**src/rtl/tsc_pkg.sv**
```systemverilog
`timescale 1ns/1ps
package tsc_pkg;
   // Width needed to hold values 0 .. n-1 (the largest modulus is n).
   function automatic int cnt_width(input int n);
      int w;
      w = $clog2(n);
      return (w < 1) ? 1 : w;
   endfunction
endpackage

```
**src/rtl/tsc_mod_counter.sv**
```systemverilog
`timescale 1ns/1ps
module tsc_mod_counter #(
   parameter int CW     = 3,
   parameter int MODMAX = 1
) (
   input  logic          clk,
   input  logic          rst,
   input  logic          en,
   input  logic          up,
   output logic [CW-1:0] q
);
   localparam logic [CW-1:0] TOP  = CW'(MODMAX);
   localparam logic [CW-1:0] ZERO = '0;

   initial begin
      assert (MODMAX >= 1) else $error("tsc_mod_counter: MODMAX must be at least 1");
      assert (MODMAX < (1 << CW)) else $error("tsc_mod_counter: CW too narrow for MODMAX");
   end

   logic [CW-1:0] nxt;

   always_comb begin
      nxt = q;
      if (en) begin
         if (up) nxt = (q == TOP)  ? ZERO : q + CW'(1);
         else    nxt = (q == ZERO) ? TOP  : q - CW'(1);
      end
   end

   always_ff @(posedge clk) begin
      if (rst) q <= TOP;
      else     q <= nxt;
   end

   // reset lands on the pass-through value
   a_r1_reset_ident: assert property (@(posedge clk) rst |=> (q == TOP));
   // value bounded by the modulus
   a_r2_in_range: assert property (@(posedge clk) disable iff (rst) q <= TOP);
   // single step up
   a_r3_step_up: assert property (@(posedge clk) disable iff (rst)
      (en && up && q != TOP) |=> (q == $past(q) + CW'(1)));
   // single step down
   a_r4_step_down: assert property (@(posedge clk) disable iff (rst)
      (en && !up && q != ZERO) |=> (q == $past(q) - CW'(1)));
   // wrap in both directions
   a_r5_wrap_up: assert property (@(posedge clk) disable iff (rst)
      (en && up && q == TOP) |=> (q == ZERO));
   a_r5_wrap_down: assert property (@(posedge clk) disable iff (rst)
      (en && !up && q == ZERO) |=> (q == TOP));
   // hold when stepping is off
   a_r6_hold: assert property (@(posedge clk) disable iff (rst) !en |=> $stable(q));
endmodule

```
**src/rtl/tsc_col_decode.sv**
```systemverilog
`timescale 1ns/1ps
module tsc_col_decode #(
   parameter int NL  = 8,
   parameter int CW  = 3,
   parameter int COL = 1
) (
   input  logic [CW-1:0] k,
   output logic [NL-1:0] sel
);
   initial begin
      assert (COL >= 1 && COL < NL) else $error("tsc_col_decode: COL out of range");
   end

   // Only positions 0..COL can be chosen; higher bits are tied low.
   for (genvar j = 0; j < NL; j++) begin : g_bit
      if (j <= COL) begin : g_live
         assign sel[j] = (k == CW'(j));
      end else begin : g_dead
         assign sel[j] = 1'b0;
      end
   end
endmodule

```
**src/rtl/tri_swap_ctrl_bank.sv**
```systemverilog
`timescale 1ns/1ps
module tri_swap_ctrl_bank #(
   parameter int N_LINES = 8,
   localparam int NCOL   = N_LINES - 1,
   localparam int CW     = tsc_pkg::cnt_width(N_LINES)
) (
   input  logic                   clk,
   input  logic                   rst,
   input  logic                   step_en,
   input  logic [NCOL-1:0]        dir_i,
   output logic [NCOL*CW-1:0]     cnt_o,
   output logic [NCOL*N_LINES-1:0] sel_o
);
   initial begin
      assert (N_LINES >= 2)  else $error("tri_swap_ctrl_bank: need at least 2 lines");
      assert (N_LINES <= 64) else $error("tri_swap_ctrl_bank: N_LINES above 64 not supported");
   end

   for (genvar c = 1; c <= NCOL; c++) begin : g_col
      logic [CW-1:0]      k;
      logic [N_LINES-1:0] s;

      tsc_mod_counter #(.CW(CW), .MODMAX(c)) u_cnt (
         .clk (clk),
         .rst (rst),
         .en  (step_en),
         .up  (dir_i[c-1]),
         .q   (k)
      );

      tsc_col_decode #(.NL(N_LINES), .CW(CW), .COL(c)) u_dec (
         .k   (k),
         .sel (s)
      );

      assign cnt_o[(c-1)*CW +: CW]           = k;
      assign sel_o[(c-1)*N_LINES +: N_LINES] = s;

      // pass-through value selects bit c
      a_r7_ident_bit: assert property (@(posedge clk) disable iff (rst)
         (k == CW'(c)) |-> s[c]);
      // exactly one cell active per column, and it is the counter's value
      a_r8_onehot: assert property (@(posedge clk) disable iff (rst)
         $countones(s) == 1);
      a_r8_tracks_cnt: assert property (@(posedge clk) disable iff (rst)
         $changed(k) |-> $changed(s));
   end
endmodule

```
**config.mk**
```make
export PLATFORM = sky130hd
export DESIGN_NAME = tri_swap_ctrl_bank
export DESIGN_NICKNAME = d
export VERILOG_FILES = /design/src/rtl/tsc_pkg.sv /design/src/rtl/tsc_mod_counter.sv /design/src/rtl/tsc_col_decode.sv /design/src/rtl/tri_swap_ctrl_bank.sv
export SDC_FILE = /design/constraint.sdc
export NUM_CORES = 1
export LEC_CHECK = 0
export ABC_AREA = 1
export BUFFER_PORTS_ARGS = -buffer_cell sky130_fd_sc_hd__buf_2
export CAP_MARGIN = 20
export CORE_MARGIN = 2
export CORE_UTILIZATION = 52
export DETAILED_ROUTE_END_ITERATION = 12
export GPL_ROUTABILITY_DRIVEN = 0
export PLACE_DENSITY = 0.95
export SYNTH_ARGS = -nofsm -noshare
export SYNTH_HDL_FRONTEND = slang
export SYNTH_SLANG_ARGS = --single-unit
```
**constraint.sdc**
```tcl
create_clock -name clk -period 3.95 [get_ports clk]
set_clock_uncertainty 0.15 [all_clocks]
set_input_delay 0.395 -clock clk [delete_from_list [all_inputs] [get_ports clk]]
set_output_delay 0.395 -clock clk [all_outputs]
set_load 0.01 [all_outputs]
```
Yosys cells after proc, flatten, opt, wreduce, memory -nomap -nowiden. Index checks and enable logic that the tools add are counted.

Register bits after elaboration: 21. Bits of input ports: 10. Output and inout port bits: 77. Word-level logic and storage cells: 77.

Add/subtract/negate cells: 14. Equal/unequal tests: 28. Multiplexer cells: 21. Reduce and logical (&&, ||, !) cells: 7.

Operators with widths (count): 3-bit two-way mux (21); 3-bit by 2-bit == test with 1-bit output (second input constant) (11); 3-bit == test (second input constant) (10); 3-bit by 1-bit adder with 3-bit output (second input constant) (7); 3-bit by 1-bit == test with 1-bit output (second input constant) (7); 3-bit logical NOT (7); 3-bit by 1-bit subtractor with 3-bit output (second input constant) (7).

Logic depth before layout (Yosys ltp).
Word-level depth: 3. Gate-level depth with buffers: 9. Gate-level depth less buffers: 8.

Modules after synthesis. A second synthesis with hierarchy kept.

Cells, all modules: 348. Area, all modules: 2025.7 sq um.

By module, submodules not included: tsc_mod_counter at g_col[2].u_cnt (times used 1, cells each 45, area each 282.8 sq um, seq. area each 60.1 sq um); tsc_mod_counter at g_col[6].u_cnt (times used 1, cells each 41, area each 256.5 sq um, seq. area each 60.1 sq um); tsc_mod_counter at g_col[4].u_cnt (times used 1, cells each 38, area each 245.2 sq um, seq. area each 60.1 sq um); tsc_mod_counter at g_col[3].u_cnt (times used 1, cells each 34, area each 221.5 sq um, seq. area each 60.1 sq um); tsc_mod_counter at g_col[7].u_cnt (times used 1, cells each 30, area each 207.7 sq um, seq. area each 60.1 sq um); tsc_mod_counter at g_col[5].u_cnt (times used 1, cells each 30, area each 178.9 sq um, seq. area each 60.1 sq um); tsc_mod_counter at g_col[1].u_cnt (times used 1, cells each 28, area each 168.9 sq um, seq. area each 60.1 sq um); tsc_col_decode at g_col[1].u_dec (times used 1, cells each 13, area each 71.3 sq um, seq. area each 0.0 sq um); tsc_col_decode at g_col[2].u_dec (times used 1, cells each 14, area each 71.3 sq um, seq. area each 0.0 sq um); tsc_col_decode at g_col[3].u_dec (times used 1, cells each 14, area each 67.6 sq um, seq. area each 0.0 sq um); tsc_col_decode at g_col[4].u_dec (times used 1, cells each 15, area each 67.6 sq um, seq. area each 0.0 sq um); tsc_col_decode at g_col[5].u_dec (times used 1, cells each 15, area each 66.3 sq um, seq. area each 0.0 sq um); tsc_col_decode at g_col[6].u_dec (times used 1, cells each 16, area each 63.8 sq um, seq. area each 0.0 sq um); tsc_col_decode at g_col[7].u_dec (times used 1, cells each 15, area each 56.3 sq um, seq. area each 0.0 sq um).

Least setup slack after synthesis. OpenSTA, ideal clock, no wires.

Path kind: reg-to-output. Start: register g_col[4].u_cnt.q[0]. End: output sel_o[28]. Data arrival time: 0.942 ns. Required time: 3.405 ns. Slack: 2.463 ns. Cell stages (with the launch flop): 5. Buffers on the path: 0. Cells stage by stage: dfxtp_1 -> inv_1 -> ha_1 -> nand2_1 -> inv_1.

Cells in the longest elaborated chain, start to end: 1.

Ends and longest elaborated chain: start, declared (line tsc_mod_counter.sv:10) `output logic [CW-1:0] q`; start signal, assigned (line tsc_mod_counter.sv:32) `else q <= nxt;`; 3-bit == test (line tsc_col_decode.sv:17) `assign sel[j] = (k == CW'(j));`; end, declared (line tri_swap_ctrl_bank.sv:12) `output logic [NCOL*N_LINES-1:0] sel_o`.

No other way between the ends.

Worst setup path in the final report. Same ends and word-level chain as after synthesis.

==> flow_summary.yaml <==
run_status:
  status: "completed"
power:
  power.leakage_nw: 1.42
  power_mw: 0.614
  pwr_density_cell_nw_per_um2: 273
  ir_worst_vdd_uv: 134
synth:
  synth_warnings: 0
  ys_seq_area_share_pct: 21.4
  async_flop_share_pct: 0
  synth_mux_area_share_pct: 0
  synth_compound_area_share_pct: 11.3
  ys_types: 26
  synthCells: 296
  synth_simple_gate_area_share_pct: 25.6
  synth-main-ff-cell: "dfxtp_1"
  synth_xor_area_share_pct: 0
  synthAdderAreaFrac_pct: 19.1
  synth-seq-cells: 21
  syn_avg_cell_area_um2: 6.65
  synth_top_family_by_area: "simple AND/OR/NAND/NOR gates"
  synth-edff-count: 0
  synth_area_um2: 1970
timing:
  hold_slack_ns: 0.282
  fin_crit_sh_pct: 48.1
  fmax_mhz: 527
  timing.final.max_slew_violations: 0
  period_needed_ns: 1.90
  tns_ns: 0
  setup_viol: 0
  hold_violations: 0
  grt_setup_unrepaired: "false"
grt:
  antenna_found_initial: 0
  grt_pass1_wl_um: 6620
  overflow: 0
  grt.total_usage_pct: 18.8
  grt_start_max_net_pins: 27
  grt_pass1_vias: 1616
placement:
  dp_hpwl_um: 3180
  placed_cells: 400
  portBuffers: 65
floorplanning:
  num_rows: 22
  dieWidth_um: 65.5
  start_util_pct: 53.8
  die_area_um2: 4290
  io_pins: 87
  fp.coreArea_um2: 3660
  die_y_um: 65.5
cells_and_area:
  largest_reg_flops: 21
  syn_to_final_growth_pct: 14.1
  regArea_um2: 420
  fin_nets: 397
  biggestRegsByFlops: "g_col.u_cnt.q (21)"
  multi_input_area_um2: 1180
  fillers: 357
  n_antenna_cell: 0
  final_cells: 404
  drive_gt1_share_pct: 21.3
  regMostFlops: "g_col.u_cnt.q"
setup_path:
  rr_endpoint: "g_col[6].u_cnt.q[2]"
  end_kind: "output port"
  cp.arrival_ns: 1.35
  r2r_cells: 6
  critPathKind: "flop to output port"
  startpoint: "g_col[4].u_cnt.q[0]"
  startpoint_type: "flop"
  worstPathRequired_ns: 3.40
  reg2reg_from: "g_col[6].u_cnt.q[2]"
  endpoint: "sel_o[28]"
  critPathMaxFanout: 5
  rrSetupSlack_ns: 2.36
detailed_routing:
  drt_wl_total_um: 4010
  drt_iter0_drc: 68
  vias: 1892
  viasPerCell: 4.68
  post_drt_wl_per_cell_um: 9.93
  first_pass_iters: 4
  ant_nets: 0
  drcViolationCount: 0
cts:
  cts_tree: "done"
  clk_latency_ns: 0.26
  postCtsHoldBufs: 0
  post_cts_resized: 0
  cts_made_buffers: 3
  post_cts_buffers: 0
  cts.sinks: 21
  htree_levels: 1
  clockBufferDepth: 2
  cts_root_buffer: "clkbuf_8"
  clkTransAtPathRegs_ns: 0.08
flow_run:
  maxCapViolations: 0
hold_path:
  worstHoldPathCells: 4
  hold_path.class: "input port to flop"
-- cell type report --
type | count | area share (%)
flip-flops and latches | 21 | 18.7
clock inverters | 1 | 0.223
multi-input cells | 209 | 52.5
well taps | 48 | 2.67
clock buffers | 3 | 1.84
repair buffers | 65 | 14.5
inverters | 57 | 9.53
-- how the worst min path moves through the flow --
| stage | startpoint | end | slack (ns) |
|---|---|---|---|
| floorplan | g_col[1].u_cnt.q[0] | g_col[1].u_cnt.q[0] | 0.38 |
| global placement | g_col[2].u_cnt.q[0] | g_col[2].u_cnt.q[0] | 0.35 |
| detailed placement | g_col[5].u_cnt.q[2] | g_col[5].u_cnt.q[2] | 0.37 |
| CTS | dir_i[4] | g_col[5].u_cnt.q[2] | 0.28 |
| global route | dir_i[4] | g_col[5].u_cnt.q[2] | 0.30 |
| finish | dir_i[4] | g_col[5].u_cnt.q[2] | 0.28 |
-- power by group --
group	internal [mW]	switching, mW	total, mW
registers	0.228	0.0270	0.255
clock network	0.0703	0.0697	0.140
logic	0.0843	0.135	0.219
total	0.382	0.232	0.614
-- Yosys cell counts (2+ instances only) --
library cell,n,area (um^2)
ha_1,30,375
o211ai_1,4,30.0
nor3_1,3,15.0
o21ai_0,17,85.1
nand2_1,62,233
buf_6,3,33.8
nor2_1,22,82.6
nand3b_1,3,22.5
buf_4,22,165
dfxtp_1,21,420
a31oi_1,2,12.5
nand2_2,2,12.5
a21oi_1,16,80.1
or2_0,2,12.5
nand3_1,21,105
inv_1,54,203
inv_2,3,11.3
-- layout by cell type (no fill, tap or decap) --
| cell type | synthesis | final |
|---|---|---|
| a31oi_1 | 2 | 2 |
| ha_1 | 30 | 30 |
| nand2_2 | 2 | 2 |
| nand3_1 | 21 | 21 |
| o22a_1 | 1 | 1 |
| o211ai_1 | 4 | 4 |
| a21oi_1 | 16 | 16 |
| or2_0 | 2 | 2 |
| inv_2 | 3 | 3 |
| o21ai_1 | 1 | 1 |
| clkinv_2 | 0 | 1 |
| nor3_1 | 3 | 3 |
| nand2_4 | 1 | 1 |
| conb_1 | 1 | 21 |
| buf_2 | 1 | 65 |
| nand3_2 | 1 | 1 |
| nand3b_1 | 3 | 3 |
| o21ai_0 | 17 | 17 |
| dfxtp_1 | 21 | 21 |
| nor2_1 | 22 | 22 |
| nand2_1 | 62 | 62 |
| inv_1 | 54 | 54 |
| clkbuf_8 | 1 | 3 |
-- cell families after synthesis --
family | after synthesis
adders and majority gates | 30
AOI/OAI and AO/OA | 41
DFF | 21
other | 1
buffers and inverters | 86
and+or+nand+nor | 117
-- layer usage --
metal  track usage (%)  routed length [um]
met5                 0                   0
met4              5.99                  25
met2              32.0                1870
met3              3.60                 254
met1              23.9                1860
-- stage by stage --
stage	cell area [um^2]	setup WS, ns	utilization (%)
floorplan	2040	2.46	-
CTS	2250	2.04	61.3
finish	2250	2.05	61.3
global placement	2200	2.33	60.1
global route	2250	1.92	61.3
detailed placement	2200	2.33	60.1
-- critical path: stages, from the launching register on --
cell and delay (ns):
dfxtp_1 0.41, inv_1 0.12, ha_1 0.27, nand2_1 0.12
inv_1 0.04, buf_2 0.13
(Power assumes the default switching activity.)
